--- src/rtl/pbyte_pkg.sv ---
package pbyte_pkg;

    typedef enum logic [2:0] {
        ST_IDLE,
        ST_SETUP,
        ST_STROBE,
        ST_WAIT_ACK,
        ST_WAIT_REL
    } seq_state_t;

    // receiver-side lines after synchronisation
    typedef struct packed {
        logic busy;
        logic ack;
    } rx_lines_t;

    function automatic int max_int(input int a, input int b);
        return (a > b) ? a : b;
    endfunction

    function automatic logic strobe_on(input seq_state_t s);
        return (s == ST_STROBE) || (s == ST_WAIT_ACK);
    endfunction

    function automatic logic lines_clear(input rx_lines_t r);
        return !r.ack && !r.busy;
    endfunction

endpackage

--- src/rtl/pbyte_sync.sv ---
module pbyte_sync #(
    parameter int W      = 2,
    parameter int STAGES = 2
) (
    input  logic         clk,
    input  logic         rst,
    input  logic [W-1:0] async_in,
    output logic [W-1:0] sync_out
);
    logic [W-1:0] chain [STAGES];

    generate
        for (genvar s = 0; s < STAGES; s++) begin : g_stage
            always_ff @(posedge clk) begin
                if (rst) begin
                    chain[s] <= '0;
                end else if (s == 0) begin
                    chain[s] <= async_in;
                end else begin
                    chain[s] <= chain[(s == 0) ? 0 : s-1];
                end
            end
        end
    endgenerate

    assign sync_out = chain[STAGES-1];
endmodule

--- src/rtl/pbyte_timer.sv ---
module pbyte_timer #(
    parameter int CNT_W = 3
) (
    input  logic             clk,
    input  logic             rst,
    input  logic             load,
    input  logic [CNT_W-1:0] load_val,
    output logic             zero
);
    logic [CNT_W-1:0] cnt;

    always_ff @(posedge clk) begin
        if (rst) begin
            cnt <= '0;
        end else if (load) begin
            cnt <= load_val;
        end else if (cnt != '0) begin
            cnt <= cnt - 1'b1;
        end
    end

    assign zero = (cnt == '0);
endmodule

--- src/rtl/pbyte_fsm.sv ---
module pbyte_fsm
    import pbyte_pkg::*;
#(
    parameter int DATA_W     = 8,
    parameter int CNT_W      = 3,
    parameter int SETUP_CLKS = 3,
    parameter int STROBE_MIN = 5
) (
    input  logic              clk,
    input  logic              rst,
    input  logic              in_valid,
    input  logic [DATA_W-1:0] in_data,
    output logic              in_ready,
    input  rx_lines_t         rx,
    input  logic              tmr_zero,
    output logic              tmr_load,
    output logic [CNT_W-1:0]  tmr_val,
    output logic [DATA_W-1:0] bus_data,
    output logic              strobe_n
);
    localparam logic [CNT_W-1:0] SETUP_LD  = CNT_W'(SETUP_CLKS - 1);
    localparam logic [CNT_W-1:0] STROBE_LD = CNT_W'(STROBE_MIN - 1);

    seq_state_t state, nxt;
    logic       ack_seen;
    logic       take;

    assign in_ready = (state == ST_IDLE) && lines_clear(rx);
    assign take     = in_valid && in_ready;

    always_comb begin
        nxt      = state;
        tmr_load = 1'b0;
        tmr_val  = '0;
        unique case (state)
            ST_IDLE: begin
                if (take) begin
                    nxt      = ST_SETUP;
                    tmr_load = 1'b1;
                    tmr_val  = SETUP_LD;
                end
            end
            ST_SETUP: begin
                if (tmr_zero) begin
                    nxt      = ST_STROBE;
                    tmr_load = 1'b1;
                    tmr_val  = STROBE_LD;
                end
            end
            ST_STROBE: begin
                if (tmr_zero) begin
                    nxt = (ack_seen || rx.ack) ? ST_WAIT_REL : ST_WAIT_ACK;
                end
            end
            ST_WAIT_ACK: begin
                if (rx.ack) begin
                    nxt = ST_WAIT_REL;
                end
            end
            ST_WAIT_REL: begin
                if (lines_clear(rx)) begin
                    nxt = ST_IDLE;
                end
            end
            default: nxt = ST_IDLE;
        endcase
    end

    always_ff @(posedge clk) begin
        if (rst) begin
            state    <= ST_IDLE;
            ack_seen <= 1'b0;
            bus_data <= '0;
        end else begin
            state <= nxt;
            if (take) begin
                bus_data <= in_data;
            end
            if (state != ST_STROBE) begin
                ack_seen <= 1'b0;
            end else if (rx.ack) begin
                ack_seen <= 1'b1;
            end
        end
    end

    assign strobe_n = !strobe_on(state);
endmodule

--- src/rtl/pbyte_tx.sv ---
module pbyte_tx
    import pbyte_pkg::*;
#(
    parameter int DATA_W      = 8,
    parameter int SETUP_CLKS  = 3,
    parameter int STROBE_MIN  = 5,
    parameter int SYNC_STAGES = 2
) (
    input  logic              clk,
    input  logic              rst,
    input  logic [DATA_W-1:0] in_data,
    input  logic              in_valid,
    output logic              in_ready,
    output logic [DATA_W-1:0] pp_data,
    output logic              pp_strobe_n,
    input  logic              pp_ack,
    input  logic              pp_busy
);
    localparam int CNT_W = $clog2(max_int(SETUP_CLKS, STROBE_MIN) + 1);

    rx_lines_t        rx;
    logic [1:0]       rx_raw;
    logic [1:0]       rx_sync;
    logic             ack_s;
    logic             busy_s;
    logic             tmr_zero;
    logic             tmr_load;
    logic [CNT_W-1:0] tmr_val;

    assign rx_raw = {pp_busy, pp_ack};
    assign rx     = rx_lines_t'(rx_sync);
    assign ack_s  = rx.ack;
    assign busy_s = rx.busy;

    pbyte_sync #(
        .W      (2),
        .STAGES (SYNC_STAGES)
    ) i_sync (
        .clk      (clk),
        .rst      (rst),
        .async_in (rx_raw),
        .sync_out (rx_sync)
    );

    pbyte_timer #(
        .CNT_W (CNT_W)
    ) i_timer (
        .clk      (clk),
        .rst      (rst),
        .load     (tmr_load),
        .load_val (tmr_val),
        .zero     (tmr_zero)
    );

    pbyte_fsm #(
        .DATA_W     (DATA_W),
        .CNT_W      (CNT_W),
        .SETUP_CLKS (SETUP_CLKS),
        .STROBE_MIN (STROBE_MIN)
    ) i_fsm (
        .clk      (clk),
        .rst      (rst),
        .in_valid (in_valid),
        .in_data  (in_data),
        .in_ready (in_ready),
        .rx       (rx),
        .tmr_zero (tmr_zero),
        .tmr_load (tmr_load),
        .tmr_val  (tmr_val),
        .bus_data (pp_data),
        .strobe_n (pp_strobe_n)
    );
endmodule

--- config.mk ---
export PLATFORM = sky130hd
export DESIGN_NAME = pbyte_tx
export DESIGN_NICKNAME = d
export VERILOG_FILES = /design/src/rtl/pbyte_pkg.sv /design/src/rtl/pbyte_sync.sv /design/src/rtl/pbyte_timer.sv /design/src/rtl/pbyte_fsm.sv /design/src/rtl/pbyte_tx.sv
export SDC_FILE = /design/constraint.sdc
export NUM_CORES = 1
export LEC_CHECK = 0
export CAP_MARGIN = 20
export CORE_MARGIN = 5
export CORE_UTILIZATION = 45
export CTS_BUF_LIST = sky130_fd_sc_hd__clkbuf_2 sky130_fd_sc_hd__clkbuf_4 sky130_fd_sc_hd__clkbuf_8
export CTS_CLUSTER_DIAMETER = 150
export DETAILED_ROUTE_END_ITERATION = 7
export DONT_BUFFER_PORTS = 1
export GPL_ROUTABILITY_DRIVEN = 0
export PLACE_DENSITY = 0.63
export SETUP_SLACK_MARGIN = 0.02
export SLEW_MARGIN = 20
export SYNTH_ARGS = -nofsm -noshare
export SYNTH_HDL_FRONTEND = slang
export SYNTH_HIERARCHICAL = 1
export SYNTH_SLANG_ARGS = --single-unit
--- constraint.sdc ---
create_clock -name clk -period 2.37 [get_ports clk]
set_input_delay 0.5925 -clock clk [delete_from_list [all_inputs] [get_ports clk]]
set_output_delay 0.5925 -clock clk [all_outputs]
set_load 0.03 [all_outputs]
# Yosys cells after proc, flatten, opt, wreduce, memory -nomap -nowiden
# Memories as Yosys holds them, arrays and structs flattened.
# Index checks and enable logic that the tools add are counted.
[op_classes]
n_addsub = 1
n_mux = 20
n_eq_ne = 10
bitwise_logic = 2
reduce_logical = 14
[ops]
columns = ["cell", "n"]
rows = [
  ["$mux W3", 9],
  ["$pmux W3 S5", 1],
  ["$ne A2 B1 Y1 const B", 5],
  ["$eq A3 B2 Y1 const B", 2],
  ["$logic_not A3 Y1", 2],
  ["$mux W2", 3],
  ["$pmux W3 S2", 1],
  ["$mux W1", 5],
  ["$reduce_and A5 Y1", 1],
  ["$eq A3 B1 Y1 const B", 1],
  ["$eq A3 B3 Y1 const B", 1],
  ["$logic_and A1 B1 Y1", 3],
  ["$logic_not A1 Y1", 3],
  ["$ne A3 B2 Y1 const B", 1],
  ["$reduce_bool A3 Y1", 1],
  ["$sub A3 B1 Y3 const B", 1],
  ["$logic_or A1 B1 Y1", 2],
  ["$or A1 B1 Y1", 2],
  ["$pmux W1 S2", 1],
  ["$reduce_bool A2 Y1", 1],
  ["$reduce_or A2 Y1", 1],
]
[word_totals]
n_memories = 1
ff_bits = 15
ramBits = 4
in_bits = 13
[memory_table]
columns = ["memory", "words", "word_bits", "rd", "rd_ports_with_merged_regs", "wr", "line", "source"]
rows = [
  ["i_sync.chain", 2, 2, 2, 0, 2, "pbyte_sync.sv:10", "logic [W-1:0] chain [STAGES];"],
]

# Longest topological paths before layout
# An unclocked memory read counts as a cell.
[depth]
ltp_word = 8
ltp_mapped = 9
depth_no_buf = 9

# Modules after synthesis
# The synthesis kept the hierarchy.
[modules_own_cells]
columns = ["module", "area_each_um2", "seq_area_each_um2", "instances", "cells_each"]
rows = [
  ["pbyte_fsm", 645.6, 240.2, 1, 65],
  ["pbyte_timer", 206.4, 60.1, 1, 22],
  ["pbyte_sync", 105.1, 80.1, 1, 8],
]

# Worst setup path after synthesis
# Ideal clock, no wire load.
[synth_path]
kind = "register -> output"
start = "register i_fsm.state[0]"
end = "output in_ready"
arrival_ns = 1.631
stages_incl_launch_ff = 4
slack_ns = 0.147
path_cell_list = "dfxtp_1 buf_2 nor2_1 nor4b_1"
[synth_between]
elab_chain_cells = 2
[synth_rtl]
columns = ["element", "line", "source"]
rows = [
  ["from (decl)", "pbyte_fsm.sv:24", "seq_state_t state, nxt;"],
  ["from (signal assigned)", "pbyte_fsm.sv:75", "state <= nxt;"],
  ["$logic_not A3 Y1", "pbyte_fsm.sv:28", "assign in_ready = (state == ST_IDLE) && lines_clear(rx);"],
  ["$logic_and A1 B1 Y1", "pbyte_fsm.sv:28", ""],
  ["to (decl)", "pbyte_tx.sv:13", "output logic in_ready,"],
]
# No other way between the ends.

# Worst setup path in the final report
# Ends and elaborated chain as after synthesis.

==> impl_metrics.toml <==
[run_status]
outcome = "completed"

[synth]
ys_ff_latch = 19
synth-warning-count = 6
synth.cells.most_frequent = "dfxtp_1 (19), nand2b_1 (17), nor2b_1 (11)"
async_set_or_reset_flop_fraction_in_the_synthesized_netlist = 0
postSynth.topFlopCell = "dfxtp_1"
synth-edff-count = 0
synth.largest_area_cell = "dfxtp_1"
portion_of_the_post_synthesis_area_used_by_sequential_elements = 0.397
yosys.cell_count.top_type = "dfxtp_1"
mappedNetlistNets = 110
post_synth_inst_count = 95
post_synth_instance_area_um2 = 957
synth_area_leaders = "dfxtp_1 (40%), nand2b_1 (11%), mux2i_1 (8.4%), nor2b_1 (7.2%), nor4b_1 (2.7%)"
netlist.area_leader.share = 0.397
synth.distinct_cells = 31
syn_area_per_cell_um2 = 10.1

[setup_path]
timing.critical_path.from_type = "flop"
timing.setup.critical_path_class = "flop to primary output"
critical_path.max_fanout = 11
worstPathRequired_ns = 1.78
worst_setup_path_end_kind = "primary output"
rr_endpoint = "i_timer/cnt[0]$_SDFFE_PP0P_"
worstRegToRegCells = 9
ff2ff_setup_slack_ns = 0.41
rr_startpoint = "i_timer/cnt[0]$_SDFFE_PP0P_"
worstPathArrival_ns = 1.41

[floorplan]
die-width_um = 56.1
design.die.area_um2 = 3150
core.rowCount = 16
floorplan.core_area_um2 = 2000
die_height_um = 56.1
io_pins = 23
start_util = 0.478

[clocking]
clock_tree.htree_level_count = 1
cts.sink_count = 19
cts_resized = 0
postCtsSetupRepairBufs = 0
cts-hold-fix-buffers = 0
cts_buffers = 3
clock_root_buffer_master = "clkbuf_4"
worst_skew_pair.late_latency_ns = 0.29
worst_setup_hold_path_clk_slew_ns = 0.11
cts-root-to-sink-buffers = 2
clock_tree_from_tritoncts = "yes"

[sta]
skew_ns = 0.00578
setup-violations-final = 0
finalHoldViolations = 0
setup_tns_ns = 0
setup_repair_after_global_routing_missed_its_margin = "false"
period_share = 0.844
slew_viol_final = 0
layout_min_cycle_time_ns = 2.00
fin_ws_ns = 0.369
max_frequency_ghz = 0.500

[hold_path]
hold_depth = 1
min_from = "rst"
hp-class = "input port to flop"
min_to = "i_fsm/state[2]$_SDFFE_PP0P_"

[power]
power_per_standard_cell_area_nw_per_um2 = 1010
sequentialPowerShare = 0.483
internal-power_mw = 0.617
combPwrFrac = 0.355
power.share.clock = 0.162
power.share.switching = 0.387
switching_power_mw = 0.389
peakVddDrop_mv = 0.460
total_leakage_power_nw = 0.372

[placement]
count_of_buffers_from_port_buffering = 0
place_worst_setup_slack_ns = 0.410
place.detailed.instances = 119
dp_hpwl_mm = 1.19

[grt]
first_pass_grt_wire_length_mm = 2.79
pin_count_of_the_biggest_net_entering_global_routing = 26
grt_antenna_before_repair = 0
grtUsageTotal = 0.114
grt.overflow.total = 0
first_global_vias = 606

[layout]
fin_cells = 123
layout_cells_sized_above_1 = 0.104
diodes = 0
areaGrowthSynthToFinish_pct = 3.92
filler_cell_count = 192
nNetsFinal = 112

[routing]
drc_errors = 0
drt_iter0_markers = 8
post_drt_wl_per_cell_um = 13.1
first_pass_drt_iterations = 4
vias = 660
routed_wl_mm = 1.61
viasPerCell = 5.37
drt_antenna_net_count = 0

[run]
drv_cap = 0
placed cells by master (no fill, tap or decap), types with 2 or more instances in the layout:
cell type and count:
a21oi_1 2, dfxtp_1 19, buf_4 2, mux2i_1 8, inv_1 5, clkbuf_4 3, nor4b_1 3, or2_1 2
nor2b_1 11, nor3_1 2, ha_1 2, nor2_1 2, nand2b_1 17, a2111oi_1 2
worst max-delay path by stage:
stage                                           start                           to  slack [ns]  depth (start not counted)
after CTS                 i_fsm/state[0]$_SDFFE_PP0P_                     in_ready        0.37                          3
final                     i_fsm/state[0]$_SDFFE_PP0P_                     in_ready        0.37                          3
after detailed placement  i_timer/cnt[0]$_SDFFE_PP0P_  i_timer/cnt[0]$_SDFFE_PP0P_        0.41                          9
after floorplan           i_fsm/state[0]$_SDFFE_PP0P_                     in_ready        0.15                          3
after global routing      i_timer/cnt[1]$_SDFFE_PP0P_  i_timer/cnt[0]$_SDFFE_PP0P_        0.11                          9
after global placement    i_timer/cnt[0]$_SDFFE_PP0P_  i_timer/cnt[0]$_SDFFE_PP0P_        0.50                          9
per-stage QoR:
stage	hold WS, ns	utilization	area, um^2	power, mW
final	0.349	0.497	995	1.01
after floorplan	0.414	-	957	0.799
after detailed placement	0.425	0.483	967	0.853
after global routing	0.313	0.497	995	1.09
after global placement	0.423	0.483	967	0.843
after CTS	0.334	0.497	995	1.02
sequential cells by signal (all words and copies together) (netlist names):
name / flops
i_fsm/bus_data: 8
i_sync/chain: 4
i_fsm/state: 3
i_timer/cnt: 3
i_fsm/ack_seen: 1
cells by family after synthesis:
group,share of synthesized area
adders and majority gates,0.0261
muxes,0.0837
DFF,0.397
and+or+nand+nor,0.337
other,0.00392
buffers and inverters,0.0601
AOI/OAI and AO/OA,0.0915
worst max-delay path: stages (launching register included):
cell     delay, ns
dfxtp_1       0.46
nor2_1        0.18
nor4b_1       0.26
buf_4         0.22
routing by layer:
metal,track usage,vias up,part of all wire
li1,-,327,-
met1,0.135,311,0.44
met2,0.172,20,0.47
met3,0.0418,2,0.081
met4,0.0712,0,0.011
met5,0,-,0
final cells by class:
| type | instances | area, um^2 | share of cell area |
|---|---|---|---|
| Sequential cell | 19 | 380 | 0.382 |
| Clock buffer | 3 | 22.5 | 0.0226 |
| Tap cell | 27 | 33.8 | 0.0340 |
| Clock inverter | 1 | 5.00 | 0.00503 |
| Multi-Input combinational cell | 66 | 519 | 0.522 |
| Inverter | 5 | 18.8 | 0.0189 |
| Timing Repair Buffer | 2 | 15.0 | 0.0151 |
power groups by stage:
| stage | logic, mW | registers, mW | clock network [mW] |
|---|---|---|---|
| after floorplan | 0.343 | 0.456 | 0 |
| after global placement | 0.353 | 0.490 | 0 |
| after detailed placement | 0.360 | 0.493 | 0 |
| after CTS | 0.360 | 0.486 | 0.175 |
| after global routing | 0.402 | 0.497 | 0.193 |
| final | 0.357 | 0.486 | 0.163 |
(Power assumes the default switching activity.)
